==> config.mk <==
export PLATFORM = sky130hd
export DESIGN_NAME = cart_clock_mapper
export DESIGN_NICKNAME = d
export VERILOG_FILES = /design/src/rtl/ccm_pkg.sv /design/src/rtl/ccm_bank_regs.sv /design/src/rtl/ccm_rtc_counter.sv /design/src/rtl/ccm_rtc_latch.sv /design/src/rtl/cart_clock_mapper.sv
export SDC_FILE = /design/constraint.sdc
export NUM_CORES = 1
export LEC_CHECK = 0
export BUFFER_PORTS_ARGS = -buffer_cell sky130_fd_sc_hd__buf_4
export CORE_MARGIN = 4
export CORE_UTILIZATION = 45
export CTS_CLUSTER_SIZE = 20
export DETAILED_ROUTE_END_ITERATION = 8
export GPL_TIMING_DRIVEN = 0
export PLACE_DENSITY = 0.76
export SYNTH_ARGS = -nofsm -noshare
export SYNTH_HDL_FRONTEND = slang
export SYNTH_HIERARCHICAL = 1
export SYNTH_SLANG_ARGS = --single-unit
export TNS_END_PERCENT = 20
==> constraint.sdc <==
create_clock -name clk -period 7.73 [get_ports clk]
set_input_delay 0.3865 -clock clk [delete_from_list [all_inputs] [get_ports clk]]
set_output_delay 0.3865 -clock clk [all_outputs]
set_load 0.01 [all_outputs]
==> src/rtl/ccm_pkg.sv <==
package ccm_pkg;
  localparam int SEC_W  = 6;
  localparam int MIN_W  = 6;
  localparam int HOUR_W = 5;
  localparam int DAY_W  = 9;
  localparam int SEC_TOP  = 59;
  localparam int MIN_TOP  = 59;
  localparam int HOUR_TOP = 23;

  typedef enum logic [2:0] {
    SEL_SEC  = 3'd0,
    SEL_MIN  = 3'd1,
    SEL_HOUR = 3'd2,
    SEL_DLO  = 3'd3,
    SEL_DHI  = 3'd4
  } rtc_sel_e;

  typedef struct packed {
    logic              ovf;
    logic              halt;
    logic [DAY_W-1:0]  day;
    logic [HOUR_W-1:0] hr;
    logic [MIN_W-1:0]  mn;
    logic [SEC_W-1:0]  sc;
  } rtc_t;
endpackage

==> src/rtl/ccm_bank_regs.sv <==
module ccm_bank_regs
  import ccm_pkg::*;
#(
  parameter int ROM_W  = 7,
  parameter int RAMB_W = 2
) (
  input  logic              clk,
  input  logic              rst_n,
  input  logic              we,
  input  logic [2:0]        region,
  input  logic [7:0]        wdata,
  output logic [ROM_W-1:0]  rom_bank,
  output logic [RAMB_W-1:0] ram_bank,
  output logic              ram_en,
  output logic              win_clock,
  output rtc_sel_e          rtc_sel
);
  localparam int RAM_BANKS = 1 << RAMB_W;

  logic [ROM_W-1:0] rom_nxt;
  logic [7:0]       sel_off;
  logic             pick_ram, pick_clk;

  always_comb begin
    rom_nxt = wdata[ROM_W-1:0];
    if (rom_nxt == '0) rom_nxt = ROM_W'(1);
    sel_off  = wdata - 8'h08;
    pick_ram = (int'(wdata) < RAM_BANKS);
    pick_clk = (wdata >= 8'h08) && (wdata <= 8'h0C);
  end

  always_ff @(posedge clk) begin
    if (!rst_n) begin
      rom_bank  <= ROM_W'(1);
      ram_bank  <= '0;
      ram_en    <= 1'b0;
      win_clock <= 1'b0;
      rtc_sel   <= SEL_SEC;
    end else if (we) begin
      case (region)
        3'd0: begin
          if (wdata == 8'h0A)      ram_en <= 1'b1;
          else if (wdata == 8'h00) ram_en <= 1'b0;
        end
        3'd1: rom_bank <= rom_nxt;
        3'd2: begin
          if (pick_ram) begin
            ram_bank  <= wdata[RAMB_W-1:0];
            win_clock <= 1'b0;
          end else if (pick_clk) begin
            rtc_sel   <= rtc_sel_e'(sel_off[2:0]);
            win_clock <= 1'b1;
          end
        end
        default: ;
      endcase
    end
  end


  rom_nonzero_chk: assert property (@(posedge clk) disable iff (!rst_n)
    rom_bank != '0);


  sel_ignore_chk: assert property (@(posedge clk) disable iff (!rst_n)
    (we && region == 3'd2 && wdata >= 8'(RAM_BANKS) && (wdata < 8'h08 || wdata > 8'h0C))
    |=> ($stable(ram_bank) && $stable(win_clock) && $stable(rtc_sel)));


  en_hold_chk: assert property (@(posedge clk) disable iff (!rst_n)
    (we && region == 3'd0 && wdata != 8'h0A && wdata != 8'h00) |=> $stable(ram_en));
endmodule

==> src/rtl/ccm_rtc_counter.sv <==
module ccm_rtc_counter
  import ccm_pkg::*;
(
  input  logic     clk,
  input  logic     rst_n,
  input  logic     sec_tick,
  input  logic     wr_en,
  input  rtc_sel_e wr_sel,
  input  logic [7:0] wdata,
  output rtc_t     cur
);
  rtc_t nxt;
  logic sc_w, mn_w, hr_w, dy_w;

  always_comb begin
    sc_w = (int'(cur.sc) >= SEC_TOP);
    mn_w = (int'(cur.mn) >= MIN_TOP);
    hr_w = (int'(cur.hr) >= HOUR_TOP);
    dy_w = &cur.day;
    nxt  = cur;
    if (wr_en) begin
      case (wr_sel)
        SEL_SEC:  nxt.sc = wdata[SEC_W-1:0];
        SEL_MIN:  nxt.mn = wdata[MIN_W-1:0];
        SEL_HOUR: nxt.hr = wdata[HOUR_W-1:0];
        SEL_DLO:  nxt.day[7:0] = wdata;
        SEL_DHI: begin
          nxt.day[8] = wdata[0];
          nxt.halt   = wdata[6];
          nxt.ovf    = wdata[7];
        end
        default: ;
      endcase
    end else if (sec_tick && !cur.halt) begin
      nxt.sc = sc_w ? '0 : cur.sc + SEC_W'(1);
      if (sc_w) begin
        nxt.mn = mn_w ? '0 : cur.mn + MIN_W'(1);
        if (mn_w) begin
          nxt.hr = hr_w ? '0 : cur.hr + HOUR_W'(1);
          if (hr_w) begin
            nxt.day = cur.day + DAY_W'(1);
            if (dy_w) nxt.ovf = 1'b1;
          end
        end
      end
    end
  end

  always_ff @(posedge clk) begin
    if (!rst_n) cur <= '0;
    else        cur <= nxt;
  end


  halt_freeze_chk: assert property (@(posedge clk) disable iff (!rst_n)
    (cur.halt && !wr_en) |=> $stable(cur));


  ovf_sticky_chk: assert property (@(posedge clk) disable iff (!rst_n)
    (cur.ovf && !(wr_en && wr_sel == SEL_DHI)) |=> cur.ovf);


  sec_step_chk: assert property (@(posedge clk) disable iff (!rst_n)
    (sec_tick && !wr_en && !cur.halt && int'(cur.sc) < SEC_TOP)
    |=> cur.sc == $past(cur.sc) + SEC_W'(1));


  wr_wins_chk: assert property (@(posedge clk) disable iff (!rst_n)
    (wr_en && wr_sel == SEL_SEC) |=> cur.sc == $past(wdata[SEC_W-1:0]));
endmodule

==> src/rtl/ccm_rtc_latch.sv <==
module ccm_rtc_latch
  import ccm_pkg::*;
(
  input  logic       clk,
  input  logic       rst_n,
  input  logic       we_latch,
  input  logic [7:0] wdata,
  input  rtc_t       cur,
  output rtc_t       snap,
  output logic       latched
);
  always_ff @(posedge clk) begin
    if (!rst_n) begin
      snap    <= '0;
      latched <= 1'b0;
    end else if (we_latch) begin
      if (latched && wdata == 8'h00) begin
        latched <= 1'b0;
      end else if (!latched && wdata == 8'h01) begin
        snap    <= cur;
        latched <= 1'b1;
      end
    end
  end


  latch_hold_chk: assert property (@(posedge clk) disable iff (!rst_n)
    !we_latch |=> $stable(latched));


  snap_frozen_chk: assert property (@(posedge clk) disable iff (!rst_n)
    latched |=> $stable(snap));


  snap_pre_tick_chk: assert property (@(posedge clk) disable iff (!rst_n)
    (we_latch && !latched && wdata == 8'h01) |=> snap == $past(cur));
endmodule

==> src/rtl/cart_clock_mapper.sv <==
module cart_clock_mapper
  import ccm_pkg::*;
#(
  parameter int ROM_W  = 7,
  parameter int RAMB_W = 2
) (
  input  logic              clk,
  input  logic              rst_n,
  input  logic [2:0]        cpu_region,
  input  logic [7:0]        cpu_wdata,
  input  logic              cpu_we,
  input  logic              sec_tick,
  input  logic [7:0]        ram_rdata,
  output logic [ROM_W-1:0]  rom_bank,
  output logic [RAMB_W-1:0] ram_bank,
  output logic              ram_en,
  output logic              win_clock,
  output logic [7:0]        win_rdata
);
  localparam logic [2:0] REG_LATCH = 3'd3;
  localparam logic [2:0] REG_WIN   = 3'd5;

  rtc_sel_e rtc_sel;
  rtc_t     cur, snap;
  logic     latched;
  logic     clk_wr, latch_wr;

  assign clk_wr   = cpu_we && cpu_region == REG_WIN && ram_en && win_clock;
  assign latch_wr = cpu_we && cpu_region == REG_LATCH;

  ccm_bank_regs #(.ROM_W(ROM_W), .RAMB_W(RAMB_W)) u_regs (
    .clk(clk), .rst_n(rst_n), .we(cpu_we), .region(cpu_region), .wdata(cpu_wdata),
    .rom_bank(rom_bank), .ram_bank(ram_bank), .ram_en(ram_en),
    .win_clock(win_clock), .rtc_sel(rtc_sel)
  );

  ccm_rtc_counter u_cnt (
    .clk(clk), .rst_n(rst_n), .sec_tick(sec_tick), .wr_en(clk_wr),
    .wr_sel(rtc_sel), .wdata(cpu_wdata), .cur(cur)
  );

  ccm_rtc_latch u_latch (
    .clk(clk), .rst_n(rst_n), .we_latch(latch_wr), .wdata(cpu_wdata),
    .cur(cur), .snap(snap), .latched(latched)
  );

  always_comb begin
    if (!ram_en) begin
      win_rdata = 8'hFF;
    end else if (!win_clock) begin
      win_rdata = ram_rdata;
    end else begin
      case (rtc_sel)
        SEL_SEC:  win_rdata = 8'(snap.sc);
        SEL_MIN:  win_rdata = 8'(snap.mn);
        SEL_HOUR: win_rdata = 8'(snap.hr);
        SEL_DLO:  win_rdata = snap.day[7:0];
        SEL_DHI:  win_rdata = {snap.ovf, snap.halt, 5'b0, snap.day[8]};
        default:  win_rdata = 8'hFF;
      endcase
    end
  end


  closed_window_chk: assert property (@(posedge clk) disable iff (!rst_n)
    !ram_en |-> win_rdata == 8'hFF);


  ram_route_chk: assert property (@(posedge clk) disable iff (!rst_n)
    (ram_en && !win_clock) |-> win_rdata == ram_rdata);
endmodule

* Word level (Yosys, flattened, before mapping)
Index checks and enable logic that the tools add are counted.
** Operators by class
- Reduce and logical (&&, ||, !) cells :: 37
- Mux-type cells :: 29
- Add/sub/neg operators :: 5
- Bitwise gates (word level) :: 2
- Magnitude comparators :: 6
- Equal/unequal tests :: 15
** Operators with widths (number)
- $mux 26 :: 2
- $pmux 8 s5 :: 1
- $mux 6 :: 4
- $mux 8 :: 3
- $mux 20 :: 1
- $reduce_bool 2->1 :: 8
- $reduce_and 3->1 :: 5
- $mux 14 :: 1
- $add 6x1->6 const B :: 2
- $eq 3x2->1 const B :: 4
- $ge 6x6->1 const B :: 2
- $mux 1 :: 12
- $mux 5 :: 2
- $ne 2x1->1 const B :: 5
- $reduce_and 5->1 :: 2
- $add 9x1->9 const B :: 1
- $mux 9 :: 1
- $reduce_and 9->1 :: 1
- $eq 8x1->1 const B :: 1
- $eq 8x4->1 const B :: 1
- $ge 8x4->1 const B :: 1
- $le 8x4->1 const B :: 1
- $logic_and 1x1->1 :: 8
- $logic_not 8->1 :: 1
- other kinds (15) :: 24
** Word-level totals
- Bits in registers :: 71
- Logic and storage cells :: 113
- Output and inout port bits :: 19
- Input bits :: 23

* Depth between registers and ports, before layout
- Depth in word-level cells :: 7
- Mapped depth :: 8
- Depth with buffers taken out :: 7

* Hierarchy
The synthesis kept the hierarchy.
** Modules (own cells, without submodules)
- ccm_rtc_counter :: cells each 220, area each 1784.2 sq um, instances 1, seq. area each 560.5 sq um
- ccm_rtc_latch :: cells each 129, area each 1209.9 sq um, instances 1, seq. area each 580.6 sq um
- ccm_bank_regs :: cells each 61, area each 628.1 sq um, instances 1, seq. area each 280.3 sq um
- cart_clock_mapper :: cells each 59, area each 370.4 sq um, instances 1, seq. area each 0.0 sq um

* Least setup slack after synthesis
OpenSTA, ideal clock, no wires.
- Path kind :: reg2reg
- Start point :: reg u_regs.win_clock
- End point :: reg, netlist name u_cnt/cur[18]
- Arrival time :: 2.452 ns
- Clock period less this slack :: 2.574 ns
- Buffers on the path :: 1
- Slack :: 5.156 ns
- Required time :: 7.608 ns
- Stages on the path, launching flop included :: 8
- Setup time :: 0.122 ns
- Path through :: dfxtp_1 -> nand2_1 -> nor4_1 -> and4b_1 -> o221ai_2 -> or2_0 -> buf_2 -> o311a_1
** Between the ends
- Cells in the longest elaborated chain, start to end :: 3
** Ends and longest elaborated chain
- start: declaration :: line ccm_bank_regs.sv:15 : output logic win_clock,
- start signal: assignment :: line ccm_bank_regs.sv:37 : win_clock <= 1'b0;
- start signal: assignment :: line ccm_bank_regs.sv:49 : win_clock <= 1'b0;
- start signal: assignment :: line ccm_bank_regs.sv:52 : win_clock <= 1'b1;
- $logic_and 1x1->1 (*) :: line cart_clock_mapper.sv:28 : assign clk_wr = cpu_we && cpu_region == REG_WIN && ram_en && win_clock;
- net clk_wr :: line cart_clock_mapper.sv:26 : logic clk_wr, latch_wr;
- $ne 2x1->1 (no line) or $reduce_bool 2->1 (tied branches)
- $reduce_and 5->1 (no line)
Mark *: on every way through the listed nets, which the timed path passes. The rest lies on a longest branch.
A chain may end at the register's enable or synchronous reset.

* Worst setup path after layout
- Start point :: reg u_regs.ram_en
- End point :: reg, netlist name u_cnt/cur[17]
** Between the ends
- Cells in the longest elaborated chain, start to end :: 4
** Ends and longest elaborated chain
- start: declaration :: line ccm_bank_regs.sv:14 : output logic ram_en,
- start signal: assignment :: line ccm_bank_regs.sv:36 : ram_en <= 1'b0;
- start signal: assignment :: line ccm_bank_regs.sv:42 : if (wdata == 8'h0A) ram_en <= 1'b1;
- start signal: assignment :: line ccm_bank_regs.sv:43 : else if (wdata == 8'h00) ram_en <= 1'b0;
- $logic_and 1x1->1 (*) (2 in series) :: line cart_clock_mapper.sv:28
- net clk_wr :: line cart_clock_mapper.sv:26
- $ne 2x1->1 (no line) or $reduce_bool 2->1 (tied branches)
- $reduce_and 5->1 (no line)
Marks and branches as above.

==> flow_summary.ini <==
[global_route]
antenna_found_initial = 0
grt_max_degree = 14
grt_pass1_wl_um = 18100
gr-usage-all-layers_pct = 22.0
grt_pass1_vias = 3570
grt_overflow = 0

[synth]
yosys.area_share.simple_pct = 22.9
synth-main-ff-cell = dfxtp_1
synth_top_family_by_area = simple AND/OR/NAND/NOR gates
postSynth.asyncResetShare_pct = 0
syn_inst = 469
synth_mux_area_share_pct = 12.2
synth-compound-area-share_pct = 22.3
synth-edff-count = 0
seq_area_frac_synth_pct = 35.6
syn_area_um2 = 3990
synthAdderAreaFrac_pct = 1.57
avgSynthCellArea_um2 = 8.51
synth_nets = 497
ys_warn_count = 6
synth-xor-area-share_pct = 0.219
synth_cell_types = 71
synth_seq_cells = 71

[routing]
antenna_left = 0
vias = 3879
wl_met1_um = 4870
firstDrtPassIters = 6
vias_per_cell = 6.12
drc = 0
met2WireLength_um = 5330
highest_layer = met4
routedWlPerCell_um = 18.0
initialDrtViolationCount = 473
wl_met3_um = 873
wl_um = 11400

[clocking]
ctsResizeCount = 0
ctsLongestPathBuffers = 2
cts_setup_buffers = 0
cts_buffers = 9
cts_tree = done
hold_buffers = 0
cts_max_level = 3
clk_pin_slew_ns = 0.08
ctsRootBufferMaster = clkbuf_8
worstSkewPairLatency_ns = 0.35
cts_sinks = 71

[power]
power_w = 0.000746
p_leak_nw = 1.60
peakVddDrop_uv = 75.6
p_per_area_nw_per_um2 = 160

[sta]
hold_violations = 0
report.final.slew_viol_count = 0
setup_viol = 0
timing.fmax_ghz = 0.306
final.min_clock_period_ns = 3.27
worst_pin_slew_ns = 1.11
timing.slew.headroom_pct = 25.2
tns_ns = 0
setup_ws_ns = 4.46
rsz0062_at_grt = false
period_share_pct = 42.3
skew_ns = 0.00891

[floorplan]
core-area_um2 = 8680
row_count = 34
die_w_um = 102
initial_core_util_pct = 46.0
die_h_um = 102
die_area_um2 = 10400
ioPinCount = 42

[status]
status = completed

[job]
cap_violations = 0

[worst_setup_path]
ff2ff_setup_slack_ns = 4.46
cp_top_family = simple AND/OR/NAND/NOR gates
path_depth = 7
crit_type = reg -> reg
crit_buf_inv = 2
r2r_end = u_cnt/cur[17]
crit_path_max_incr_delay_ns = 0.94
cp.arrival_ns = 3.49
required_ns = 7.95
crit_chain = nand2_1 -> nor4_1 -> inv_1 -> o21a_1 -> clkbuf_1 -> o311ai_1 -> o41ai_2
reg2regPathDepth = 7
startpoint_type = flop
crit_path_start = u_regs/ram_en
cp_max_fo = 10
crit_path_top_delay_cell = nor4_1
cp-endpoint = u_cnt/cur[17]
cp-end-kind = flop
r2r_start = u_regs/ram_en

[layout]
syn2layout_area_growth_pct = 16.9
fin_area_um2 = 4670
drive_gt1_share_pct = 15.4
diodes = 0
final_nets = 549

[place]
dpl_cell_area_um2 = 4440
place_ws_ns = 4.55
io_buffers = 41
hpwlAfterDp_um = 8380
gp_congestion = 0.993

[min_path]
hold_path_class = in -> reg
[worst min path at each step]
stage                                 from          endpoint  slack (ns)  depth (start not counted)
final                         cpu_wdata[6]     u_cnt/cur[26]        0.33                          3
after global routing          cpu_wdata[6]     u_cnt/cur[26]        0.34                          3
after CTS                     cpu_wdata[6]     u_cnt/cur[26]        0.32                          3
after detailed placement  u_latch/snap[26]  u_latch/snap[26]        0.45                          2
after global placement    u_latch/snap[16]  u_latch/snap[16]        0.44                          2
after floorplan           u_latch/snap[17]  u_latch/snap[17]        0.43                          2
[logic make-up after synthesis]
group | after synthesis
AO/OA/AOI/OAI | 125
XOR/XNOR | 1
adder cells (fa/ha/maj) | 5
buffers and inverters | 41
flip-flops | 71
multiplexers | 46
AND/OR/NAND/NOR | 180
[flip-flops by register name (all words and copies together), names as in the netlist]
register          cells
u_cnt/cur            28
u_latch/snap         28
u_regs/rom_bank       7
u_regs/ram_bank       2
u_latch/latched       1
u_regs/ram_en         1
u_regs/rtc_sel        3
u_regs/win_clock      1
[final cells by class]
class	instances	area, µm²
multi-input cells	357	2360
clock buffers	10	138
fillers	826	4010
repair buffers	41	308
flip-flops and latches	71	1420
clock inverters	6	93.8
plain buffers	28	163
inverters	13	48.8
well taps	108	135
[metrics by stage]
| step | util (%) | hold WS, ns | instances |
|---|---|---|---|
| after floorplan | - | 0.431 | 469 |
| after detailed placement | 51.1 | 0.449 | 618 |
| final | 53.8 | 0.332 | 634 |
| after CTS | 53.8 | 0.318 | 634 |
| after global routing | 53.8 | 0.337 | 634 |
| after global placement | 51.1 | 0.441 | 618 |
[metal layers]
metal,vias up,GRT usage (%)
met2,191,35.1
li1,1839,-
met5,-,0
met1,1805,28.8
met3,44,4.78
met4,0,9.59
[power breakdown]
part	switching [W]	internal [W]
registers	0.00000165	0.000367
clock network	0.000144	0.000192
logic	0.0000248	0.0000163
[cell usage in the layout (no fill, tap or decap), types with 4 or more instances in the layout]
master,n
nand2_1,97
dfxtp_1,71
mux2i_1,44
buf_4,41
a21oi_1,22
o21ai_0,18
nor2_1,16
clkbuf_1,14
nand3_1,14
inv_1,13
clkbuf_8,10
o31ai_1,10
nor2b_1,9
buf_2,8
nor3_1,8
o22ai_1,6
a21o_1,5
a211oi_1,5
a31oi_1,5
o21ai_1,5
o311ai_1,5
ha_1,5
nand2b_1,4
and2_1,4
o211a_1,4
[worst register-to-register path, cell delays in order (launching register included)]
cell and delay [ns]:
dfxtp_1 0.51, nand2_1 0.22, nor4_1 0.94, inv_1 0.38, o21a_1 0.30, clkbuf_1 0.28, o311ai_1 0.39, o41ai_2 0.13
[synthesized netlist by cell type, drive strengths merged, types with 3 or more instances]
cell     count  area [µm²]
inv         13        48.8
buf         14         110
a32oi        3        26.3
nor4         3        33.8
mux2i       44         440
and2         4        25.0
a21o         5        37.5
o31ai       10        75.1
o41ai        3        33.8
nand2b       4        25.0
dfxtp       71        1420
a21oi       22         110
or4b         3        41.3
o32a         3        30.0
nor2        16        60.1
o22ai        6        37.5
o31a         3        26.3
or4          3        22.5
nor3         8        40.0
ha           5        62.6
clkbuf      14        52.6
nor2b        9        56.3
a31oi        5        31.3
nand3       14        70.1
a211oi       5        37.5
o311ai       7        61.3
o21ai       23         115
nand2       97         364
o211a        4        40.0
o2111ai      3        26.3
o21a         3        22.5
Power figures use the tool's default switching activity.
